File: src/rtl/fifo_oreg_pkg.sv
package fifo_oreg_pkg;

    localparam int DATA_W = 32;
    localparam int PAR_W  = 4;
    localparam int XPAR_W = 4;
    localparam int SET_W  = DATA_W + PAR_W + XPAR_W;

    typedef struct packed {
        logic [XPAR_W-1:0] xpar;
        logic [PAR_W-1:0]  par;
        logic [DATA_W-1:0] data;
    } lanes_t;

    // data-lane bits used at a given read width
    function automatic int data_bits(input int w);
        case (w)
            40, 36, 32: return 32;
            20, 18, 16: return 16;
            10, 9, 8:   return 8;
            5, 4:       return 4;
            2:          return 2;
            1:          return 1;
            default:    return 0;
        endcase
    endfunction

    // parity-lane bits used at a given read width
    function automatic int par_bits(input int w);
        case (w)
            40, 36:   return 4;
            20, 18:   return 2;
            10, 9, 5: return 1;
            default:  return 0;
        endcase
    endfunction

    // extra-parity-lane bits used at a given read width
    function automatic int xpar_bits(input int w);
        case (w)
            40:      return 4;
            20:      return 2;
            10:      return 1;
            default: return 0;
        endcase
    endfunction

    function automatic bit width_ok(input int w);
        return data_bits(w) != 0;
    endfunction

endpackage

File: src/rtl/oreg_set_map.sv
module oreg_set_map
    import fifo_oreg_pkg::*;
#(
    parameter int RD_WIDTH = 40
) (
    input  logic [SET_W-1:0] set_val,
    output lanes_t           mapped
);
    localparam int DW    = data_bits(RD_WIDTH);
    localparam int PW    = par_bits(RD_WIDTH);
    localparam int XW    = xpar_bits(RD_WIDTH);
    localparam int P_OFS = DW;
    localparam int X_OFS = DW + PW;

    logic [DATA_W-1:0] d_bits;
    logic [PAR_W-1:0]  p_bits;
    logic [XPAR_W-1:0] x_bits;

    for (genvar i = 0; i < DATA_W; i++) begin : g_data
        if (i < DW) begin : g_live
            assign d_bits[i] = set_val[i];
        end else begin : g_zero
            assign d_bits[i] = 1'b0;
        end
    end

    for (genvar i = 0; i < PAR_W; i++) begin : g_par
        if (i < PW) begin : g_live
            assign p_bits[i] = set_val[P_OFS + i];
        end else begin : g_zero
            assign p_bits[i] = 1'b0;
        end
    end

    for (genvar i = 0; i < XPAR_W; i++) begin : g_xpar
        if (i < XW) begin : g_live
            assign x_bits[i] = set_val[X_OFS + i];
        end else begin : g_zero
            assign x_bits[i] = 1'b0;
        end
    end

    assign mapped = '{xpar: x_bits, par: p_bits, data: d_bits};

endmodule

File: src/rtl/oreg_ctrl.sv
module oreg_ctrl #(
    parameter bit RST_LEVEL = 1'b1,
    parameter bit RST_WINS  = 1'b1
) (
    input  logic rst_pin,
    input  logic ce,
    output logic load,
    output logic capture
);
    logic rst_act;

    // reset active when the pin matches the configured level
    assign rst_act = (rst_pin == RST_LEVEL);

    if (RST_WINS) begin : g_rst_wins
        assign load = rst_act;
    end else begin : g_ce_gated
        assign load = rst_act & ce;
    end

    assign capture = ~rst_act & ce;

endmodule

File: src/rtl/fifo_out_reg.sv
module fifo_out_reg
    import fifo_oreg_pkg::*;
#(
    parameter int RD_WIDTH  = 40,
    parameter bit RST_LEVEL = 1'b1,
    parameter bit RST_WINS  = 1'b1
) (
    input  logic              clk,
    input  logic              rst_pin,
    input  logic              ce,
    input  logic [DATA_W-1:0] din,
    input  logic [PAR_W-1:0]  dinp,
    input  logic [XPAR_W-1:0] dinpx,
    input  logic [SET_W-1:0]  set_val,
    output logic [DATA_W-1:0] dout,
    output logic [PAR_W-1:0]  doutp,
    output logic [XPAR_W-1:0] doutpx
);
    if (!width_ok(RD_WIDTH)) begin : g_bad_width
        $error("fifo_out_reg: unsupported RD_WIDTH %0d", RD_WIDTH);
    end

    lanes_t preset;
    logic   load;
    logic   capture;
    lanes_t lanes_d;
    lanes_t lanes_q;

    oreg_set_map #(.RD_WIDTH(RD_WIDTH)) u_map (
        .set_val (set_val),
        .mapped  (preset)
    );

    oreg_ctrl #(.RST_LEVEL(RST_LEVEL), .RST_WINS(RST_WINS)) u_ctrl (
        .rst_pin (rst_pin),
        .ce      (ce),
        .load    (load),
        .capture (capture)
    );

    always_comb begin
        lanes_d = lanes_q;                                   // hold
        if (load) begin
            lanes_d = preset;
        end else if (capture) begin
            lanes_d = '{xpar: dinpx, par: dinp, data: din};
        end
    end

    always_ff @(posedge clk) begin
        lanes_q <= lanes_d;
    end

    assign dout   = lanes_q.data;
    assign doutp  = lanes_q.par;
    assign doutpx = lanes_q.xpar;

endmodule

File: config.mk
export PLATFORM = sky130hd
export DESIGN_NAME = fifo_out_reg
export DESIGN_NICKNAME = d
export VERILOG_FILES = /design/src/rtl/fifo_oreg_pkg.sv /design/src/rtl/oreg_set_map.sv /design/src/rtl/oreg_ctrl.sv /design/src/rtl/fifo_out_reg.sv
export SDC_FILE = /design/constraint.sdc
export NUM_CORES = 1
export LEC_CHECK = 0
export ABC_AREA = 1
export BUFFER_PORTS_ARGS = -buffer_cell sky130_fd_sc_hd__buf_2
export CORE_ASPECT_RATIO = 0.9
export CORE_MARGIN = 2
export CORE_UTILIZATION = 44
export CTS_CLUSTER_DIAMETER = 30
export DETAILED_ROUTE_END_ITERATION = 10
export PLACE_DENSITY = 0.84
export SYNTH_ARGS = -nofsm -noshare
export SYNTH_HDL_FRONTEND = slang
export SYNTH_SLANG_ARGS = --single-unit
File: constraint.sdc
create_clock -name clk -period 2.75 [get_ports clk]
set_input_delay 0.55 -clock clk [delete_from_list [all_inputs] [get_ports clk]]
set_output_delay 0.55 -clock clk [all_outputs]
set_load 0.05 [all_outputs]
==> flow_metrics.py, run 1 <==
metrics = {
    "power": {
        "p_int_w": 0.00102,
        "power_density_mw_per_mm2": 625,
        "p_comb_frac": 0.285,
        "power_switching_w": 0.000517,
        "p_leak_nw": 1.31,
        "irDropWorstVdd_mv": 0.319,
        "seq_power_share": 0.496,
        "clock_power_share": 0.218,
        "p_sw_frac": 0.336,
    },
    "worst_hold_path": {
        "hold_class": "primary input to flip-flop",
        "hold_path.startpoint": "din[14]",
        "hold_path_depth": 3,
        "min_to": "dout[14]",
    },
    "grt": {
        "first_global_vias": 1377,
        "grt.total_usage": 0.166,
        "overflow": 0,
        "grt_pass1_wl_mm": 5.78,
        "antenna_found_initial": 0,
        "grt_max_degree": 42,
    },
    "timing": {
        "worst_slew_pin_slew_ps": 510,
        "setup_tns_ps": 0,
        "setup_slack_ps": 1320,
        "slew_viol_final": 0,
        "fin_crit_sh": 0.521,
        "timing_hold_violations_final": 0,
        "slew-limit-headroom": 0.660,
        "max_freq_mhz": 697,
        "rsz0062_at_grt": "false",
        "fin_crit_ps": 1430,
        "finalSetupViolations": 0,
    },
    "synth": {
        "synth-seq-cells": 40,
        "synthCells": 171,
        "synth-seq-area-share": 0.663,
        "syn_area_mm2": 0.00181,
        "yosys_warnings": 0,
        "synthDistinctLibCells": 8,
        "synth_nets": 254,
        "synth_area_per_cell_um2": 10.6,
    },
    "floorplan": {
        "ioPinCount": 123,
        "rows": 22,
        "initial_utilization": 0.451,
        "core_area_mm2": 0.00402,
        "die_w_um": 71.6,
        "die-area_mm2": 0.00465,
        "dieHeight_um": 64.9,
    },
    "detailed_routing": {
        "drtAntennaViolNets": 0,
        "post_drt_via_cell_ratio": 4.45,
        "drc_errors": 0,
        "vias": 1507,
        "wl_per_cell_um": 10.8,
        "drt_iter0_markers": 62,
        "wl_mm": 3.68,
        "firstDrtPassIters": 4,
    },
    "clocking": {
        "cts_root_buffer": "clkbuf_8",
        "postCtsSetupRepairBufs": 0,
        "clk_pin_slew_ps": 70,
        "htree_num_levels": 2,
        "cts.sinks": 40,
        "cts_hold_buffers": 0,
        "numCtsBuffers": 5,
        "cts_resized": 0,
        "cts_tree": "done",
        "cts_buffer_depth": 2,
    },
    "placed_design": {
        "dpl.hpwl_mm": 2.68,
        "portBuffers": 122,
        "gp_congestion": 0.739,
        "place_ws_ps": 1070,
    },
    "final_layout": {
        "area_growth_pct": 35.8,
        "nNetsFinal": 376,
        "drive_gt1_frac": 0.485,
        "n_antenna_cell": 0,
        "n_fill_cell": 345,
    },
    "setup_path": {
        "critPathArrivalTime_ps": 880,
        "end_kind": "output pin",
        "worstPathRequired_ps": 2200,
        "cpPeakStageDelay_ps": 340,
        "critPathKind": "flip-flop to output pin",
        "crit_slowest_cell": "edfxtp_1",
        "critical_path_buf_inv_count": 1,
        "crit_chain": "buf_2",
        "path_delay_family": "flip-flops",
        "worstSetupStartpointType": "flip-flop",
        "critPathMaxFanout": 1,
    },
    "outcome": {
        "outcome": "finished, final reports clean",
    },
    "job": {
        "cap_violations": 0,
    },
}
## state kept, by name, summed over array words and instances, names as in the netlist
register and cells:
doutp 4, doutpx 4, dout 32
## power by group through the flow
stage | Combinational (W) | Sequential, W | Clock [W]
after global routing | 0.000467 | 0.000769 | 0.000369
final | 0.000439 | 0.000764 | 0.000336
after floorplan | 0.0000808 | 0.00102 | 0
after global placement | 0.000438 | 0.000774 | 0
after detailed placement | 0.000444 | 0.000778 | 0
after CTS | 0.000444 | 0.000765 | 0.000347
## synthesized netlist by cell type
| master | count | area, µm² |
|---|---|---|
| nand2_1 | 110 | 413 |
| edfxtp_1 | 40 | 1200 |
| nand2_2 | 10 | 62.6 |
| buf_6 | 5 | 56.3 |
| clkbuf_8 | 3 | 41.3 |
| buf_12 | 1 | 20.0 |
| inv_8 | 1 | 11.3 |
| or2_2 | 1 | 6.26 |
## how the worst max path moves through the flow
stage | from | depth (start not counted) | slack (ps) | endpoint
2_1_floorplan | rst_pin | 2 | 1130 | dout[0]
3_3_place_gp | rst_pin | 3 | 1090 | dout[11]
3_5_place_dp | rst_pin | 3 | 1070 | dout[19]
4_1_cts | dout[27] | 1 | 1290 | dout[27]
5_1_grt | dout[31] | 1 | 1270 | dout[31]
6_report | dout[31] | 1 | 1320 | dout[31]
## layout by cell type (no fill, tap or decap)
master	synthesis	layout
edfxtp_1	40	40
inv_8	1	1
nand2_1	110	110
or2_2	1	1
buf_2	0	122
nand2_2	10	10
clkbuf_8	3	5
buf_12	1	1
buf_4	0	1
## routing by layer
layer | vias up | GRT usage | share of wire
met4 | 0 | 0.0849 | 0.022
met2 | 71 | 0.295 | 0.51
met1 | 643 | 0.171 | 0.37
met5 | - | 0 | 0
li1 | 785 | - | -
met3 | 8 | 0.0575 | 0.10
## metrics by stage
| step | total power (W) | util | hold WS (ps) | std cells | area, µm² |
|---|---|---|---|---|---|
| after floorplan | 0.00110 | - | 723 | 171 | 1810 |
| after CTS | 0.00156 | 0.612 | 517 | 339 | 2460 |
| final | 0.00154 | 0.612 | 526 | 339 | 2460 |
| after detailed placement | 0.00122 | 0.595 | 815 | 334 | 2390 |
| after global placement | 0.00121 | 0.595 | 815 | 334 | 2390 |
| after global routing | 0.00161 | 0.612 | 519 | 339 | 2460 |
## cell type report
type	instances	area [µm²]	area share
Tap cell	48	60.1	0.0244
Inverter	1	11.3	0.00458
Clock buffer	5	68.8	0.0280
Timing Repair Buffer	124	638	0.259
Multi-Input combinational cell	121	482	0.196
Sequential cell	40	1200	0.488
## kinds of logic (layout without fill, tap and decap cells)
group | Yosys count | after routing | synth area share
buffers and inverters | 10 | 130 | 0.0711
and+or+nand+nor | 121 | 121 | 0.266
DFF | 40 | 40 | 0.663
Note: power is estimated with default switching activity, not from simulation.
==> run 2, diff against run 1 <==
Settings changed: CORE_UTILIZATION 44 to 37, PLACE_DENSITY 0.84 to 0.75.
Clock period 2.75 ns to 1.2 ns, I/O delays scaled along.
==> flow_metrics.py, run 2 (synthesis gave the netlist of run 1 again) <==
metrics = {
    "outcome": {
        "outcome": "finished, final reports clean",
    },
    "timing": {
        "fin_crit_sh": 0.935,
        "rsz0062_at_grt": "false",
        "setup_slack_ps": 78.4,
        "slew_viol_final": 0,
        "max_freq_mhz": 892,
        "worst_hold_slack_ps": 217,
        "slew-limit-headroom": 0.634,
        "timing_hold_violations_final": 0,
        "worst_slew_pin_slew_ps": 550,
        "finalSetupViolations": 0,
        "fin_crit_ps": 1120,
    },
    "floorplan": {
        "initial_utilization": 0.379,
        "die-area_mm2": 0.00547,
        "ioPinCount": 123,
        "rows": 24,
        "core_area_mm2": 0.00477,
        "die_w_um": 77.8,
        "dieHeight_um": 70.4,
    },
    "final_layout": {
        "drive_gt1_frac": 0.478,
        "final_common_cell": "buf_2",
        "n_antenna_cell": 0,
        "area_growth_pct": 36.7,
        "largest_reg_flops": 32,
        "layout_common_cells": "122 x buf_2, 110 x nand2_1, 40 x edfxtp_1",
        "nNetsFinal": 375,
    },
    "setup_path": {
        "worstPathRequired_ps": 960,
        "critPathMaxFanout": 1,
        "worstSetupStartpointType": "flip-flop",
        "end_kind": "output pin",
        "crit_chain": "buf_2",
        "crit_slowest_cell": "edfxtp_1",
        "path_delay_family": "flip-flops",
        "critPathArrivalTime_ps": 880,
        "crit_start": "doutp[2]",
        "critPathKind": "flip-flop to output pin",
        "critical_path_buf_inv_count": 1,
        "cp.depth": 1,
        "crit_end": "doutp[2]",
        "cpPeakStageDelay_ps": 380,
    },
    "clocking": {
        "numCtsBuffers": 5,
        "cts_resized": 0,
        "cts.sinks": 40,
        "cts_hold_buffers": 0,
        "cts_buffer_depth": 2,
        "postCtsSetupRepairBufs": 0,
        "cts_tree": "done",
        "htree_num_levels": 2,
        "cts_root_buffer": "clkbuf_8",
        "clk_pin_slew_ps": 70,
    },
    "placed_design": {
        "dpl.hpwl_mm": 2.66,
        "portBuffers": 122,
        "place_ws_ps": -136,
        "gp_congestion": 0.687,
    },
    "power": {
        "irDropWorstVdd_mv": 0.674,
        "clock_power_share": 0.231,
        "p_comb_frac": 0.280,
        "p_leak_nw": 1.31,
        "p_total_w": 0.00357,
        "p_sw_frac": 0.337,
        "power_switching_w": 0.00120,
        "p_int_w": 0.00237,
        "power_density_mw_per_mm2": 1440,
        "seq_power_share": 0.490,
    },
    "detailed_routing": {
        "wl_mm": 3.68,
        "drtAntennaViolNets": 0,
        "post_drt_via_cell_ratio": 4.16,
        "drt_iter0_markers": 32,
        "firstDrtPassIters": 6,
        "drc_errors": 0,
        "wl_per_cell_um": 10.3,
        "vias": 1491,
    },
    "grt": {
        "first_global_vias": 1460,
        "grt_pass1_wl_mm": 6.04,
        "grt_max_degree": 42,
        "overflow": 0,
        "antenna_found_initial": 0,
        "grt.total_usage": 0.141,
    },
    "worst_hold_path": {
        "hold_path_depth": 3,
        "hold_class": "primary input to flip-flop",
    },
    "job": {
        "cap_violations": 0,
    },
}
## run 2: worst min-delay path: cells and delay by family
kind / cells / cell delay [ps]
AND/OR/NAND/NOR: 2 / 80
buffers and inverters: 1 / 80
## run 2: metal layers
layer	global-route usage	share of wire
met5	0	0
met4	0.0536	0.010
met3	0.0491	0.079
met2	0.257	0.51
met1	0.148	0.40
## run 2: worst min path at each step
stage | slack, ps | startpoint | to
6_report | 220 | din[30] | dout[30]
5_1_grt | 210 | din[6] | dout[6]
4_1_cts | 200 | din[21] | dout[21]
3_5_place_dp | 510 | din[11] | dout[11]
3_3_place_gp | 500 | din[13] | dout[13]
2_1_floorplan | 410 | din[0] | dout[0]
## run 2: through the flow
stage,util,setup TNS (ps),area [µm²],instances
after floorplan,-,0,1810,171
after global placement,0.502,-3880,2400,350
after detailed placement,0.502,-4780,2400,350
after CTS,0.519,0,2480,358
after global routing,0.519,0,2480,358
final,0.519,0,2480,358
## run 2: power groups by stage
stage / sequential (W) / clock, W / combinational (W)
floorplan: 0.00234 / 0 / 0.000186
global placement: 0.00178 / 0 / 0.000999
detailed placement: 0.00178 / 0 / 0.00101
CTS: 0.00175 / 0.000861 / 0.00101
global route: 0.00176 / 0.000907 / 0.00106
finish: 0.00175 / 0.000823 / 0.000998
## run 2: final cells by class
type / instances / area [µm²]
clock buffer: 7 / 76.3
clock inverter: 1 / 3.75
fill: 441 / 2300
inverter: 1 / 11.3
multi-input combinational: 121 / 484
sequential: 40 / 1200
tap: 65 / 81.3
timing repair buffer: 123 / 618
==> run 3, diff against run 2 <==
Settings changed: CAP_MARGIN set to 30, PLACE_DENSITY 0.75 to 0.83.
==> flow_metrics.py, run 3 (synthesis gave the netlist of run 1 again) <==
metrics = {
    "clocking": {
        "cts_root_buffer": "clkbuf_8",
        "numCtsBuffers": 5,
        "htree_num_levels": 2,
        "cts_buffer_depth": 2,
        "cts.sinks": 40,
        "clk_pin_slew_ps": 70,
        "cts_tree": "done",
        "postCtsSetupRepairBufs": 0,
        "cts_resized": 0,
        "cts_hold_buffers": 0,
    },
    "grt": {
        "antenna_found_initial": 0,
        "first_global_vias": 1455,
        "grt_pass1_wl_mm": 6.33,
        "overflow": 0,
        "grt_max_degree": 42,
        "grt.total_usage": 0.147,
    },
    "power": {
        "clock_power_share": 0.231,
        "irDropWorstVdd_mv": 0.636,
        "p_leak_nw": 1.31,
        "p_sw_frac": 0.339,
        "p_comb_frac": 0.280,
        "seq_power_share": 0.489,
        "power_switching_w": 0.00121,
        "power_density_mw_per_mm2": 1450,
        "p_int_w": 0.00237,
    },
    "floorplan": {
        "ioPinCount": 123,
        "core_area_mm2": 0.00477,
        "dieHeight_um": 70.4,
        "initial_utilization": 0.379,
        "rows": 24,
        "die_w_um": 77.8,
        "die-area_mm2": 0.00547,
    },
    "final_layout": {
        "final_common_cell": "buf_2",
        "largest_reg_flops": 32,
        "postLayoutCoreUtil": 0.519,
        "seq_area_mm2": 0.00120,
        "layout_common_cells": "122 x buf_2, 110 x nand2_1, 40 x edfxtp_1",
        "n_antenna_cell": 0,
        "nNetsFinal": 375,
        "n_fill_cell": 441,
        "multi_input_area_um2": 484,
        "drive_gt1_frac": 0.478,
        "area_growth_pct": 36.7,
    },
    "worst_hold_path": {
        "hold_class": "primary input to flip-flop",
        "hold_path_depth": 3,
        "min_to": "dout[28]",
        "hold_path.startpoint": "din[28]",
    },
    "detailed_routing": {
        "drtAntennaViolNets": 0,
        "wl_mm": 3.85,
        "post_drt_via_cell_ratio": 4.26,
        "drt_iter0_markers": 68,
        "wl_per_cell_um": 10.7,
        "vias": 1526,
        "firstDrtPassIters": 4,
        "drc_errors": 0,
    },
    "setup_path": {
        "path_delay_family": "flip-flops",
        "cpPeakStageDelay_ps": 380,
        "critPathKind": "flip-flop to output pin",
        "critPathMaxFanout": 1,
        "worstSetupStartpointType": "flip-flop",
        "critPathArrivalTime_ps": 880,
        "crit_slowest_cell": "edfxtp_1",
        "end_kind": "output pin",
        "worstPathRequired_ps": 960,
        "critical_path_buf_inv_count": 1,
        "crit_chain": "buf_2",
    },
    "timing": {
        "fin_crit_ps": 1120,
        "worst_hold_slack_ps": 220,
        "timing_hold_violations_final": 0,
        "max_freq_mhz": 892,
        "fin_crit_sh": 0.934,
        "worst_slew_pin_slew_ps": 536,
        "slew-limit-headroom": 0.643,
        "rsz0062_at_grt": "false",
        "finalSetupViolations": 0,
        "slew_viol_final": 0,
    },
    "job": {
        "cap_violations": 0,
    },
    "placed_design": {
        "gp_congestion": 0.683,
        "dpl.hpwl_mm": 2.84,
        "portBuffers": 122,
    },
    "outcome": {
        "outcome": "finished, final reports clean",
    },
}
## run 3: layout make-up
class                           instances  area share
Clock inverter                          1     0.00152
Timing Repair Buffer                  123       0.250
Tap cell                               65      0.0328
Inverter                                1     0.00455
Multi-Input combinational cell        121       0.196
Clock buffer                            7      0.0308
Sequential cell                        40       0.485
## run 3: through the flow
stage	TNS [ps]	worst slack [ps]	cells	total power [W]	area [µm²]
after global routing	0	38.5	358	0.00372	2480
final	0	78.9	358	0.00358	2480
after detailed placement	-5970	-163	350	0.00279	2400
after CTS	0	53.2	358	0.00362	2480
after global placement	-3520	-102	350	0.00278	2400
after floorplan	0	95.3	171	0.00252	1810
## run 3: worst max-delay path by stage
stage               from   endpoint  slack [ps]  cells past startpoint
2_1_floorplan    rst_pin    dout[0]         100                      2
3_3_place_gp     rst_pin   dout[21]        -100                      5
3_5_place_dp     rst_pin   dout[24]        -160                      5
4_1_cts        doutpx[1]  doutpx[1]          50                      1
5_1_grt         dout[15]   dout[15]          40                      1
6_report        dout[15]   dout[15]          80                      1
## run 3: power by group through the flow
stage / clock network (W) / logic, W / registers, W
2_1_floorplan: 0 / 0.000186 / 0.00234
3_3_place_gp: 0 / 0.000999 / 0.00178
3_5_place_dp: 0 / 0.00101 / 0.00178
4_1_cts: 0.000855 / 0.00101 / 0.00175
5_1_grt: 0.000893 / 0.00107 / 0.00176
6_report: 0.000826 / 0.00100 / 0.00175
## run 3: per-layer routing
layer  part of all wire  vias up  GRT usage
met5                  0        -          0
met4              0.015        0     0.0556
met3              0.098        6     0.0452
met2               0.50       75      0.269
met1               0.39      661      0.158
li1                   -      784          -
